## src/rtl/txq_pkg.sv

```systemverilog
package txq_pkg;

  typedef enum logic [2:0] {
    S_IDLE,
    S_START,
    S_DATA,
    S_NINTH,
    S_STOP
  } txq_state_e;

  typedef struct packed {
    logic nine_en;
    logic nine_val;
  } txq_cfg_t;

  localparam logic A_HOLD = 1'b0;
  localparam logic A_CFG  = 1'b1;

endpackage

```

## src/rtl/txq_baud.sv

```systemverilog
module txq_baud #(
  parameter int DIV_W = 16
) (
  input  logic             clk,
  input  logic             rst_n,
  input  logic [DIV_W-1:0] div,
  output logic             tick
);

  logic [DIV_W-1:0] cnt_q, cnt_d;

  assign tick = (cnt_q == '0);

  always_comb begin
    if (tick) cnt_d = div;
    else      cnt_d = cnt_q - DIV_W'(1);
  end

  always_ff @(posedge clk or negedge rst_n) begin
    if (!rst_n) cnt_q <= '0;
    else        cnt_q <= cnt_d;
  end

endmodule

```

## src/rtl/txq_hold.sv

```systemverilog
module txq_hold
  import txq_pkg::*;
#(
  parameter int DATA_W  = 8,
  parameter bit NINE_EN = 1'b1
) (
  input  logic              clk,
  input  logic              rst_n,
  input  logic              wr_en,
  input  logic              wr_addr,
  input  logic [DATA_W-1:0] wr_data,
  input  logic              take,
  output logic              full,
  output logic [DATA_W-1:0] data,
  output txq_cfg_t          cfg
);

  logic              full_q, full_d;
  logic [DATA_W-1:0] dat_q, dat_d;
  logic              wr_hold;

  assign wr_hold = wr_en && (wr_addr == A_HOLD);

  // A write in the same cycle as a take wins: the old value leaves, the new one stays.
  always_comb begin
    full_d = full_q;
    dat_d  = dat_q;
    if (take) full_d = 1'b0;
    if (wr_hold) begin
      full_d = 1'b1;
      dat_d  = wr_data;
    end
  end

  always_ff @(posedge clk or negedge rst_n) begin
    if (!rst_n) begin
      full_q <= 1'b0;
      dat_q  <= '0;
    end else begin
      full_q <= full_d;
      dat_q  <= dat_d;
    end
  end

  assign full = full_q;
  assign data = dat_q;

  generate
    if (NINE_EN) begin : g_cfg
      txq_cfg_t cfg_q, cfg_d;

      always_comb begin
        cfg_d = cfg_q;
        if (wr_en && (wr_addr == A_CFG)) begin
          cfg_d.nine_en  = wr_data[0];
          cfg_d.nine_val = wr_data[1];
        end
      end

      always_ff @(posedge clk or negedge rst_n) begin
        if (!rst_n) cfg_q <= '0;
        else        cfg_q <= cfg_d;
      end

      assign cfg = cfg_q;
    end else begin : g_nocfg
      assign cfg = '0;
    end
  endgenerate

endmodule

```

## src/rtl/txq_shift.sv

```systemverilog
module txq_shift
  import txq_pkg::*;
#(
  parameter int DATA_W = 8
) (
  input  logic              clk,
  input  logic              rst_n,
  input  logic              tick,
  input  logic              hfull,
  input  logic [DATA_W-1:0] hdata,
  input  txq_cfg_t          cfg,
  output logic              take,
  output logic              txd,
  output logic              idle
);

  localparam int CNT_W = $clog2(DATA_W + 1);

  txq_state_e        st_q, st_d;
  logic [DATA_W-1:0] sh_q, sh_d;
  logic [CNT_W-1:0]  n_q, n_d;
  txq_cfg_t          fr_q, fr_d;
  logic              pend_q, pend_d;
  logic              txd_q, txd_d;
  logic              to_stop, load;

  always_comb begin
    st_d    = st_q;
    sh_d    = sh_q;
    n_d     = n_q;
    fr_d    = fr_q;
    pend_d  = pend_q;
    txd_d   = txd_q;
    to_stop = 1'b0;
    load    = 1'b0;
    if (tick) begin
      unique case (st_q)
        S_IDLE: begin
          if (hfull) begin
            load  = 1'b1;
            st_d  = S_START;
            txd_d = 1'b0;
          end
        end
        S_START: begin
          txd_d = sh_q[0];
          sh_d  = sh_q >> 1;
          n_d   = CNT_W'(1);
          st_d  = S_DATA;
        end
        S_DATA: begin
          if (n_q == CNT_W'(DATA_W)) begin
            if (fr_q.nine_en) begin
              txd_d = fr_q.nine_val;
              st_d  = S_NINTH;
            end else begin
              to_stop = 1'b1;
            end
          end else begin
            txd_d = sh_q[0];
            sh_d  = sh_q >> 1;
            n_d   = n_q + CNT_W'(1);
          end
        end
        S_NINTH: to_stop = 1'b1;
        S_STOP: begin
          if (pend_q) begin
            pend_d = 1'b0;
            st_d   = S_START;
            txd_d  = 1'b0;
          end else if (hfull) begin
            load  = 1'b1;
            st_d  = S_START;
            txd_d = 1'b0;
          end else begin
            st_d = S_IDLE;
          end
        end
        default: st_d = S_IDLE;
      endcase
      // Stop bit entry: data bits are spent, so the shifter can accept the waiting character.
      if (to_stop) begin
        st_d  = S_STOP;
        txd_d = 1'b1;
        if (hfull) begin
          load   = 1'b1;
          pend_d = 1'b1;
        end
      end
      if (load) begin
        sh_d = hdata;
        fr_d = cfg;
      end
    end
  end

  assign take = load;

  always_ff @(posedge clk or negedge rst_n) begin
    if (!rst_n) begin
      st_q   <= S_IDLE;
      sh_q   <= '0;
      n_q    <= '0;
      fr_q   <= '0;
      pend_q <= 1'b0;
      txd_q  <= 1'b1;
    end else begin
      st_q   <= st_d;
      sh_q   <= sh_d;
      n_q    <= n_d;
      fr_q   <= fr_d;
      pend_q <= pend_d;
      txd_q  <= txd_d;
    end
  end

  assign txd  = txd_q;
  assign idle = (st_q == S_IDLE);

endmodule

```

## src/rtl/txq_uart.sv

```systemverilog
module txq_uart
  import txq_pkg::*;
#(
  parameter int DATA_W  = 8,
  parameter int DIV_W   = 16,
  parameter bit NINE_EN = 1'b1
) (
  input  logic              clk,
  input  logic              rst_n,
  input  logic              wr_en,
  input  logic              wr_addr,
  input  logic [DATA_W-1:0] wr_data,
  input  logic [DIV_W-1:0]  baud_div,
  output logic              txd,
  output logic              hre_flag,
  output logic              sre_flag
);

  logic [1:0]        rs_q;
  logic              rst_int_n;
  logic              baud_tick;
  logic              h_full, h_take;
  logic [DATA_W-1:0] h_data;
  txq_cfg_t          h_cfg;

  always_ff @(posedge clk or negedge rst_n) begin
    if (!rst_n) rs_q <= '0;
    else        rs_q <= {rs_q[0], 1'b1};
  end
  assign rst_int_n = rs_q[1];

  txq_baud #(.DIV_W(DIV_W)) u_baud (
    .clk  (clk),
    .rst_n(rst_int_n),
    .div  (baud_div),
    .tick (baud_tick)
  );

  txq_hold #(.DATA_W(DATA_W), .NINE_EN(NINE_EN)) u_hold (
    .clk    (clk),
    .rst_n  (rst_int_n),
    .wr_en  (wr_en),
    .wr_addr(wr_addr),
    .wr_data(wr_data),
    .take   (h_take),
    .full   (h_full),
    .data   (h_data),
    .cfg    (h_cfg)
  );

  txq_shift #(.DATA_W(DATA_W)) u_shift (
    .clk  (clk),
    .rst_n(rst_int_n),
    .tick (baud_tick),
    .hfull(h_full),
    .hdata(h_data),
    .cfg  (h_cfg),
    .take (h_take),
    .txd  (txd),
    .idle (sre_flag)
  );

  assign hre_flag = !h_full;

endmodule

```

## config.mk

```make
export PLATFORM = sky130hd
export DESIGN_NAME = txq_uart
export DESIGN_NICKNAME = d
export VERILOG_FILES = /design/src/rtl/txq_pkg.sv /design/src/rtl/txq_baud.sv /design/src/rtl/txq_hold.sv /design/src/rtl/txq_shift.sv /design/src/rtl/txq_uart.sv
export SDC_FILE = /design/constraint.sdc
export NUM_CORES = 1
export LEC_CHECK = 0
export BUFFER_PORTS_ARGS = -buffer_cell sky130_fd_sc_hd__buf_4
export CAP_MARGIN = 20
export CORE_ASPECT_RATIO = 1.5
export CORE_MARGIN = 8
export CORE_UTILIZATION = 42
export DETAILED_ROUTE_END_ITERATION = 8
export SLEW_MARGIN = 15
export SYNTH_ARGS = -nofsm -noshare
export SYNTH_HDL_FRONTEND = slang
export SYNTH_SLANG_ARGS = --single-unit
```

## constraint.sdc

```tcl
create_clock -name clk -period 1.5 [get_ports clk]
set_input_delay 0.075 -clock clk [delete_from_list [all_inputs] [get_ports clk]]
set_output_delay 0.075 -clock clk [all_outputs]
set_load 0.005 [all_outputs]
```

### After elaboration in Yosys (flattened, before gate mapping)

Cells that the tools add are included.

| storage, ports and cells | value |
|---|---|
| output and inout port bits | 3 |
| bits of input ports | 28 |
| register bits after elaboration | 48 |

| cells by class | value |
|---|---|
| muxes and demuxes | 35 |
| equality and inequality tests | 12 |
| reduce and logical (&&, ||, !) cells | 14 |
| add/sub/neg operators | 2 |
| bitwise gates (word level) | 1 |

Operator list:

| kind | count |
|---|---|
| 1-bit two-way mux | 20 |
| 16-bit zero test | 1 |
| 16-bit two-way mux | 1 |
| 8-bit two-way mux | 2 |
| 8-bit case mux with 2 select lines | 1 |
| 16-bit by 1-bit subtractor with 16-bit output (second input constant) | 1 |
| 3-bit two-way mux | 5 |
| 3-bit case mux with 5 select lines | 1 |
| 3-bit by 1-bit != test with 1-bit output (second input constant) | 3 |
| 3-bit AND reduction | 3 |
| 4-bit case mux with 2 select lines | 1 |
| 3-bit by 2-bit == test with 1-bit output (second input constant) | 2 |
| 5-bit AND reduction | 1 |
| 5-bit nonzero test | 1 |
| 4-bit by 1-bit adder with 4-bit output (second input constant) | 1 |
| 4-bit == test (second input constant) | 1 |
| 4-bit two-way mux | 1 |
| 4-bit by 3-bit != test with 1-bit output (second input constant) | 1 |
| 1-bit case mux with 2 select lines | 2 |
| 1-bit case mux with 4 select lines | 1 |
| 2-bit nonzero test | 2 |
| 3-bit by 1-bit == test with 1-bit output (second input constant) | 1 |
| 3-bit == test (second input constant) | 1 |
| 3-bit zero test | 1 |
| other kinds (8) | 9 |

### Longest topological paths before layout

Gate-level depths: netlist (run 1).

| depth | value |
|---|---|
| depth after elaboration | 9 |
| gate-level depth with buffers | 8 |

### Hierarchy

A second synthesis (run 1) with hierarchy kept.

| second synthesis, totals | value |
|---|---|
| cell total of the unflattened synthesis | 235 |
| area total of the unflattened synthesis | 2,514.9 µm² |

By module, submodules not included:

| module | cells each | instances | area each (µm²) |
|---|---|---|---|
| txq_shift | 104 | 1 | 1,087.3 |
| txq_baud | 101 | 1 | 910.9 |
| txq_hold | 26 | 1 | 459.2 |
| txq_uart | 4 | 1 | 57.6 |

### Worst setup path before layout (run 1)

Ideal clock, no wire load.

| path | value |
|---|---|
| path kind | register -> register |
| start | register u_baud.cnt_q[0] |
| end | register u_shift.st_q[0] |
| arrival | 2.006 ns |
| setup slack | -0.624 ns |
| stages on the path, launching flop included | 8 |
| period minus slack after synthesis | 2.124 ns |
| required time | 1.382 ns |
| cell sequence | dfrtp_1 > inv_1 > ha_1 > or4b_4 > or4_4 > buf_6 > buf_6 > a21o_1 |

| between the ends | value |
|---|---|
| longest elaborated chain between the ends | 2 |

RTL lines:

| what | line | text |
|---|---|---|
| from (decl) | txq_baud.sv:10 | `logic [DIV_W-1:0] cnt_q, cnt_d;` |
| from (signal assigned) | txq_baud.sv:21 | `else cnt_q <= cnt_d;` |
| 16-bit zero test | txq_baud.sv:12 | `assign tick = (cnt_q == '0);` |
| 5-bit AND reduction (no line) | n/a |  |
| to (signal assigned) | txq_shift.sv:108 | `st_q <= st_d;` |
| to (decl) | txq_shift.sv:19 | `txq_state_e st_q, st_d;` |

No other way between the ends.
A chain may end at the register's enable or synchronous reset.

### Final worst setup path (run 1)

| path | value |
|---|---|
| start | register u_baud.cnt_q[1] |
| end | register u_shift.st_q[2] |

The elaborated chain is that of the path after synthesis.

==> results of run 1 <==
## layer usage
layer / wire, um / GRT usage / vias to the layer above
li1: - / - / 1071
met2: 3950 / 0.309 / 46
met3: 221 / 0.0349 / 17
met4: 176 / 0.0610 / 0
met1: 2650 / 0.167 / 1106
met5: 0 / 0 / -
## metrics by stage
step	instance area (sq um)	total power [uW]	hold slack, ns
global placement	3100	2410	-0.142
floorplan	2430	2020	-0.221
CTS	3730	3710	0.00150
detailed placement	3100	2440	-0.139
finish	4010	3750	0.00562
global route	4010	3930	0.00185
## cell usage in the layout (no fill, tap or decap), types with 3 or more instances in the layout
cell type	Yosys	routed
nand3_2	0	5
nand3_1	11	5
clkbuf_8	0	5
or4_4	1	4
nor3_1	15	8
buf_4	0	80
nand2_1	20	12
nand2_4	0	3
o22ai_2	0	8
nor2_1	28	20
a21oi_2	0	4
nand2_2	0	5
nand2b_1	5	4
mux2_2	12	10
dfrtp_1	47	46
nor4_4	2	3
nor3_2	1	4
o21ai_1	0	3
buf_6	2	15
nor3_4	0	4
o21ai_0	16	8
o21ai_2	0	4
dlygate4sd3_1	0	15
inv_1	8	8
o31ai_2	0	3
buf_12	0	4
nor2_4	0	7
a21oi_1	9	5
## power groups by stage
stage          Clock (uW)  Combinational, uW  Sequential (uW)
6_report             1150               1040             1560
3_5_place_dp            0                859             1580
3_3_place_gp            0                840             1570
2_1_floorplan           0                376             1650
5_1_grt              1220               1130             1580
4_1_cts              1170                977             1560
## cell families (layout without fill, tap and decap cells)
logic type	after synthesis	after routing	synth area share
simple gates	99	99	0.227
compound gates	51	51	0.136
flops	48	48	0.507
buf+inv	18	133	0.0359
mux	14	14	0.0655
fa+ha+maj	3	3	0.0158
xor+xnor	3	3	0.0111
other cells	1	1	0.00158
## tightest hold or removal path: stages
cell and delay [ns]:
buf_4 0.09, nor2_4 0.03, a21oi_2 0.08
## state kept, by name, indices dropped and copies added (netlist names)
name and cells:
u_shift.sh_q 8, rs_q 2, u_baud.cnt_q 16, u_shift.fr_q 2, u_hold.data 8, u_hold.cfg 2, u_hold.full 1, u_shift.txd 1
u_shift.pend_q 1, u_shift.n_q 4, u_shift.st_q 3
## final cells by class
cell class | count | area [sq um]
clock inverters | 3 | 68.8
well taps | 70 | 87.6
inverters | 8 | 30.0
multi-input cells | 171 | 1500
flip-flops and latches | 48 | 1200
fillers | 385 | 1440
clock buffers | 5 | 68.8
repair buffers | 117 | 1050
## timing repair
item	in CTS	in global routing
setup buffers	17	9
gates cloned	1	1
resized for setup	56	56
pin swaps	20	25
setup endpoints to repair	37	37
endpoints found under the hold margin	16	0
hold buffers	15	0
## worst paths after layout
check                                  endpoint             from
max in group asynchronous           u_shift.txd          rs_q[1]
worst min-delay path            u_baud.cnt_q[0]      baud_div[0]
worst min register to register  u_baud.cnt_q[0]          rs_q[1]
worst max-delay path            u_shift.st_q[2]  u_baud.cnt_q[1]
min in group asynchronous               rs_q[1]            rst_n
worst max register to register  u_shift.st_q[2]  u_baud.cnt_q[1]
==> qor.yml, run 1 <==
status:
  outcome: "finished with violations"
  violations: "setup timing"
timing:
  final-hold-violation-count: 0
  finalCriticalPeriod_ns: 2.19
  rsz0062_at_grt: "true"
  drv_slew: 0
  worst_pin_slew_ns: 0.528
  fmax_ghz: 0.457
  fin_crit_sh: 1.46
  fin_setup_tns_ns: -21.17
  finalSetupViolCount: 36
  relSlewSlack: 0.639
  fin_skew_ns: 0.0156
  setup_ws_ns: -0.688
global_route:
  grt_max_degree: 47
  grt_antenna_before_repair: 0
  grt_usage: 0.162
  grt-ovfl-total: 0
  grt_pass1_vias: 2398
  grt_pass1_wl_um: 11000
cts:
  numCtsBuffers: 5
  clk_latency_ns: 0.31
  clockBufferDepth: 2
  ctsRootBufferMaster: "clkbuf_8"
  clkSinkCount: 48
  ctsHtreeMaxLevel: 2
  path_clk_slew_ns: 0.10
  cts_tree: "yes"
critical_path:
  cp_max_fo: 4
  cp.buffers_inverters: 1
  cp_slowest_stage_delay_ns: 0.52
  required_ns: 1.73
  cp.arrival_ns: 2.42
  endpoint_kind: "flop"
  crit_family: "simple AND/OR/NAND/NOR gates"
  reg2reg_depth: 7
  critPathSlowestCell: "or4b_4"
  path_cells: "inv_1, ha_2, or4b_4, nor4_4, o311ai_4, or3_1, o21ai_1"
  r2r_slack_ns: -0.69
  start_kind: "flop"
  cp.depth: 7
  crit_type: "flop to flop"
power_and_ir_drop:
  combPwrFrac: 0.276
  leakage_uw: 0.00180
  switching_power_uw: 1060
  peakVddDrop_mv: 0.764
  pwr-share-clk: 0.307
  p_int_uw: 2690
  p_sw_frac: 0.283
  pwr-share-seq: 0.417
  power_per_cell_area_mw_per_mm2: 936
place:
  hpwl_um: 4230
  gp_congestion: 0.871
  place_ws_ns: -0.712
  io_buffers: 30
  dp.cells: 379
routing:
  wl_per_cell_um: 16.6
  vias_per_cell: 5.31
  drtIter0Drc: 113
  antenna_left: 0
  drc: 0
  dr.pass1.iters: 4
  vias: 2240
  routed_wl_um: 7000
yosys:
  yosys_warnings: 0
  ys_ff_latch: 48
  syn_area_per_cell_sq_um: 10.0
  ys_async_sr_fraction: 1.00
  syn-instance-count: 237
  ys_types: 45
  synth-edff-count: 0
  post-synth-top-count-cell: "dfrtp_1"
  dominantRegCellSynth: "dfrtp_1"
  ys_top_cells_by_area: "dfrtp_1, mux2_2, nor2_1"
  syn_nets: 268
  netlist_top_cells_count: "dfrtp_1, nor2_1, nand2_1"
  synth_area_sq_mm: 0.00237
  synth_seq_area_share: 0.507
  synth_top_area_cell: "dfrtp_1"
  netlist.area_leader.share: 0.496
final_layout:
  antenna_cells: 0
  layout-drive-gt1-share: 0.551
  fin_util: 0.736
  synthToLayoutAreaGrowth_pct: 69.3
  fin_cells: 422
  final_nets: 382
floorplanning:
  ios: 31
  design.core.area_sq_mm: 0.00545
  floorplan.initialDensity: 0.435
  fp.dieW_um: 77.3
  die_h_um: 108
  die_area_sq_mm: 0.00835
  rows: 33
job:
  drv_cap: 0
hold_path:
  hp-class: "primary input to flop"
  holdPathStages: 3
Note: power is estimated with default switching activity, not from simulation.
==> run 2: changes to the inputs <==
--- a/config.mk
+++ b/config.mk
@@ -8,7 +8,6 @@
 export BUFFER_PORTS_ARGS = -buffer_cell sky130_fd_sc_hd__buf_4
 export CAP_MARGIN = 20
 export CORE_ASPECT_RATIO = 1.5
-export CORE_MARGIN = 8
 export CORE_UTILIZATION = 42
 export DETAILED_ROUTE_END_ITERATION = 8
 export SLEW_MARGIN = 15
==> constraint.sdc (replaced) <==
create_clock -name clk -period 1.99 [get_ports clk]
set_input_delay 0.0995 -clock clk [delete_from_list [all_inputs] [get_ports clk]]
set_output_delay 0.0995 -clock clk [all_outputs]
set_load 0.005 [all_outputs]
==> run 2 against run 1 <==
Against the previous run:
- the run still ends with setup timing left
- sequential power fell by 24%
- critical endpoint is now u_shift.n_q[0]
- die area down 29%
- sequential share of layout area is 4.5 points higher
- clock-buffer cell count unchanged
- largest power group unchanged
- via count is 7.7% lower
- fmax up 2.8%
- setup slack improved by 0.55 ns
==> qor.yml, run 2 (same netlist as run 1, synthesis figures left out) <==
timing:
  finalCriticalPeriod_ns: 2.13
  worst_pin_slew_ns: 0.513
  fin_skew_ns: 0.00755
  setup_ws_ns: -0.137
  drv_slew: 0
  finalSetupViolCount: 25
  fmax_ghz: 0.470
  final-hold-violation-count: 0
  rsz0062_at_grt: "true"
  fin_setup_tns_ns: -2.48
  relSlewSlack: 0.658
  fin_crit_sh: 1.07
cts:
  ctsHtreeMaxLevel: 2
  numCtsBuffers: 5
  clockBufferDepth: 2
  clkSinkCount: 48
  clk_latency_ns: 0.31
  cts_tree: "yes"
  path_clk_slew_ns: 0.10
  ctsRootBufferMaster: "clkbuf_8"
power_and_ir_drop:
  power_per_cell_area_mw_per_mm2: 740
  leakage_uw: 0.00153
  switching_power_uw: 750
  p_sw_frac: 0.290
  p_int_uw: 1830
  pwr-share-clk: 0.286
  pwr-share-seq: 0.459
  combPwrFrac: 0.255
  peakVddDrop_mv: 0.619
final_layout:
  fin_cells: 383
  final_cell_area_sq_mm: 0.00349
  fin_util: 0.640
  final_cell_mix: "buf_4, dfrtp_1, nor2_1, nand2_1, nor3_1"
  antenna_cells: 0
  largest-register: "u_baud.cnt_q"
  final_nets: 343
  final_common_cell: "buf_4"
  largest_register_ffs: 16
  layout-drive-gt1-share: 0.498
  synthToLayoutAreaGrowth_pct: 47.3
routing:
  vias: 2068
  routed_wl_um: 5790
  wl_per_cell_um: 15.1
  antenna_left: 0
  drc: 0
  dr.pass1.iters: 4
  drtIter0Drc: 82
  vias_per_cell: 5.40
floorplanning:
  die_area_sq_mm: 0.00595
  ios: 31
  design.core.area_sq_mm: 0.00545
  fp.dieW_um: 63.3
  floorplan.initialDensity: 0.435
  rows: 33
  die_h_um: 94.0
global_route:
  grt_antenna_before_repair: 0
  grt_usage: 0.213
  grt_pass1_vias: 2162
  grt-ovfl-total: 0
  grt_max_degree: 23
  grt_pass1_wl_um: 9830
critical_path:
  required_ns: 2.19
  r2r_end: "u_shift.n_q[0]"
  r2r_start: "u_baud.cnt_q[1]"
  cp-startpoint: "u_baud.cnt_q[1]"
  r2r_slack_ns: -0.14
  cp.arrival_ns: 2.33
  cp_max_fo: 4
  start_kind: "flop"
  crit_type: "flop to flop"
  cp-endpoint: "u_shift.n_q[0]"
  reg2reg_depth: 7
  endpoint_kind: "flop"
job:
  drv_cap: 0
place:
  place_ws_ns: -0.215
  dp.cells: 367
  placed_area_sq_mm: 0.00298
  gp_congestion: 0.854
  io_buffers: 30
  hpwl_um: 4060
status:
  violations: "setup timing"
  outcome: "finished with violations"
hold_path:
  hp-class: "primary input to flop"
-- run 2: cell types whose count changed in the layout (fill, tap and decap cells not counted), sizes merged --
cell and change:
clkbuf -1, bufinv -1, and3 +1, dlygate4sd3 -12
buf -27, clkinv +2, inv -1
-- run 2: worst max-delay path, cell delays in order (launching register included) --
cell and delay (ns):
dfrtp_1 0.40, inv_1 0.07, ha_2 0.16, or4b_4 0.51, nor4_4 0.25, and3_4 0.29, nand2_4 0.07, mux2_4 0.27
-- run 2: timing repair --
item / in CTS / in global routing
hold buffers: 3 / 0
endpoints found under the setup margin: 29 / 32
endpoints found under the hold margin: 4 / 0
pin swaps: 10 / 18
gates cloned: 0 / 2
resized for setup: 31 / 51
buffers inserted: 1 / 4
-- run 2: layer usage --
layer	vias to the layer above	part of all wire	wire [um]	track usage
li1	999	-	-	-
met1	1027	0.40	2310	0.233
met2	33	0.56	3230	0.404
met3	9	0.024	137	0.0328
met4	0	0.020	116	0.0777
met5	-	0	0	0
-- run 2: worst min-delay path by stage --
stage | from | slack [ns] | to | cells past startpoint
global route | wr_data[2] | 0.003 | u_hold.data[2] | 2
finish | baud_div[9] | 0.01 | u_baud.cnt_q[9] | 3
global placement | rst_n | -0.12 | rs_q[0] | 1
CTS | wr_data[3] | 0.01 | u_hold.data[3] | 2
detailed placement | rst_n | -0.11 | rs_q[0] | 1
floorplan | rst_n | -0.20 | rs_q[0] | 0
-- run 2: layout make-up --
class	instances	area, sq um
clock buffers	5	68.8
clock inverters	3	47.5
fillers	472	1960
inverters	8	30.0
multi-input cells	172	1420
flip-flops and latches	48	1200
well taps	70	87.6
repair buffers	77	632
-- run 2: metrics by stage --
step / hold WS, ns / power [uW]
finish: 0.0122 / 2580
global route: 0.00326 / 2710
CTS: 0.0103 / 2530
global placement: -0.118 / 1760
floorplan: -0.196 / 1490
detailed placement: -0.115 / 1780
-- run 2: power groups by stage --
stage,registers (uW),clock network (uW),logic [uW]
floorplan,1230,0,262
CTS,1180,748,602
global route,1200,790,722
detailed placement,1200,0,583
global placement,1190,0,569
finish,1190,738,660
==> run 3: changes to the inputs <==
==> constraint.sdc (replaced) <==
create_clock -name clk -period 1.99 [get_ports clk]
set_input_delay 0.398 -clock clk [delete_from_list [all_inputs] [get_ports clk]]
set_output_delay 0.398 -clock clk [all_outputs]
set_load 0.005 [all_outputs]
==> run 3 against run 2 <==
Against the previous run:
- the flow still finishes with violations (setup timing)
- clock-buffer cell count is the same
- setup slack is essentially flat
- die area is the same
- critical path depth is the same
- clock skew is essentially flat
- non-clock buffer count shrank 2
- design area shrank 0.57%
- routed wire length shrank 0.10%
- register-to-register slack is essentially flat
- worst hold slack gained 0.24 ns
- combinational power shrank 0.6%
- core utilization shrank 0.37 points
==> qor.yml, run 3 (same netlist as run 1, synthesis figures left out) <==
routing:
  vias_per_cell: 5.41
  drtIter0Drc: 95
  routed_wl_um: 5780
  antenna_left: 0
  dr.pass1.iters: 4
  vias: 2061
  wl_per_cell_um: 15.2
  drc: 0
timing:
  fmax_ghz: 0.470
  relSlewSlack: 0.657
  worst_pin_slew_ns: 0.514
  drv_slew: 0
  rsz0062_at_grt: "true"
  fin_skew_ns: 0.00757
  finalCriticalPeriod_ns: 2.13
  fin_crit_sh: 1.07
  setup_ws_ns: -0.137
  final-hold-violation-count: 0
  finalSetupViolCount: 25
  holdWs_ns: 0.248
critical_path:
  r2r_slack_ns: -0.14
  cp.buffers_inverters: 1
  start_kind: "flop"
  cp_slowest_stage_delay_ns: 0.51
  critPathSlowestCell: "or4b_4"
  endpoint_kind: "flop"
  cp_max_fo: 4
  crit_type: "flop to flop"
  reg2reg_depth: 7
  crit_family: "simple AND/OR/NAND/NOR gates"
  cp.depth: 7
  path_cells: "inv_1, ha_2, or4b_4, nor4_4, and3_4, nand2_4, mux2_4"
  required_ns: 2.19
  cp.arrival_ns: 2.33
final_layout:
  nFillCells: 474
  largest-register: "u_baud.cnt_q"
  largest_register_ffs: 16
  antenna_cells: 0
  final_cell_mix: "buf_4, dfrtp_1, nor2_1, nand2_1, nor3_1"
  final_nets: 341
  final_common_cell: "buf_4"
  final_cell_area_sq_mm: 0.00347
  layout-drive-gt1-share: 0.502
  synthToLayoutAreaGrowth_pct: 46.5
cts:
  numCtsBuffers: 5
  clkSinkCount: 48
  ctsRootBufferMaster: "clkbuf_8"
  cts_tree: "yes"
  clockBufferDepth: 2
  ctsHtreeMaxLevel: 2
  path_clk_slew_ns: 0.10
  clk_latency_ns: 0.31
power_and_ir_drop:
  power_per_cell_area_mw_per_mm2: 743
  leakage_uw: 0.00152
  power_uw: 2580
  peakVddDrop_mv: 0.618
global_route:
  grt_pass1_vias: 2154
  grt_usage: 0.213
  grt-ovfl-total: 0
  grt_pass1_wl_um: 9830
  grt_max_degree: 23
  grt_antenna_before_repair: 0
place:
  hpwl_um: 4060
  placed_area_sq_mm: 0.00298
  place_ws_ns: -0.215
  io_buffers: 30
  gp_congestion: 0.854
status:
  outcome: "finished with violations"
  violations: "setup timing"
hold_path:
  hp-class: "flop to async pin"
floorplanning:
  design.core.area_sq_mm: 0.00545
  rows: 33
  fp.dieW_um: 63.3
  floorplan.initialDensity: 0.435
  ios: 31
  die_h_um: 94.0
  die_area_sq_mm: 0.00595
job:
  drv_cap: 0
run 3: final timing paths:
kind,from,endpoint
setup / recovery,u_baud.cnt_q[1],u_shift.n_q[0]
min in group clk,baud_div[3],u_baud.cnt_q[3]
hold / removal,rs_q[1],u_baud.cnt_q[6]
setup reg to reg,u_baud.cnt_q[1],u_shift.n_q[0]
hold reg to reg,rs_q[1],u_baud.cnt_q[6]
max in group asynchronous,rs_q[1],u_shift.txd
run 3: layout make-up:
cell class	instances	area [sq um]	area share
multi-input cells	172	1420	0.410
clock buffers	5	68.8	0.0198
repair buffers	75	612	0.176
inverters	8	30.0	0.00865
clock inverters	3	47.5	0.0137
well taps	70	87.6	0.0252
flip-flops and latches	48	1200	0.347
run 3: repair_timing:
| action | 4_1_cts | 5_1_grt |
|---|---|---|
| gates cloned | 0 | 2 |
| resized for setup | 31 | 51 |
| pin swaps | 10 | 18 |
| buffers inserted | 1 | 4 |
| setup endpoints to repair | 29 | 32 |
| hold buffers | 1 | 0 |
| endpoints found under the hold margin | 2 | 0 |
run 3: where the power goes:
part	internal (uW)	switching, uW
registers	1100	84.5
clock network	379	359
logic	350	306
run 3: worst register-to-register path, stage by stage, from the launching register on:
cell,delay [ns]
dfrtp_1,0.40
inv_1,0.07
ha_2,0.16
or4b_4,0.51
nor4_4,0.25
and3_4,0.29
nand2_4,0.07
mux2_4,0.27
run 3: metal layers:
metal | track usage | wire (um) | vias to the layer above
met4 | 0.0777 | 116 | 0
met2 | 0.403 | 3240 | 33
met5 | 0 | 0 | -
met1 | 0.233 | 2290 | 1024
li1 | - | - | 995
met3 | 0.0340 | 142 | 9
run 3: per-stage QoR:
step | setup TNS (ns) | utilization | cells
6_report | -2.48 | 0.637 | 381
5_1_grt | -4.57 | 0.637 | 381
4_1_cts | -2.66 | 0.594 | 377
3_5_place_dp | -2.70 | 0.546 | 367
3_3_place_gp | -1.83 | 0.546 | 367
2_1_floorplan | -0.470 | - | 237
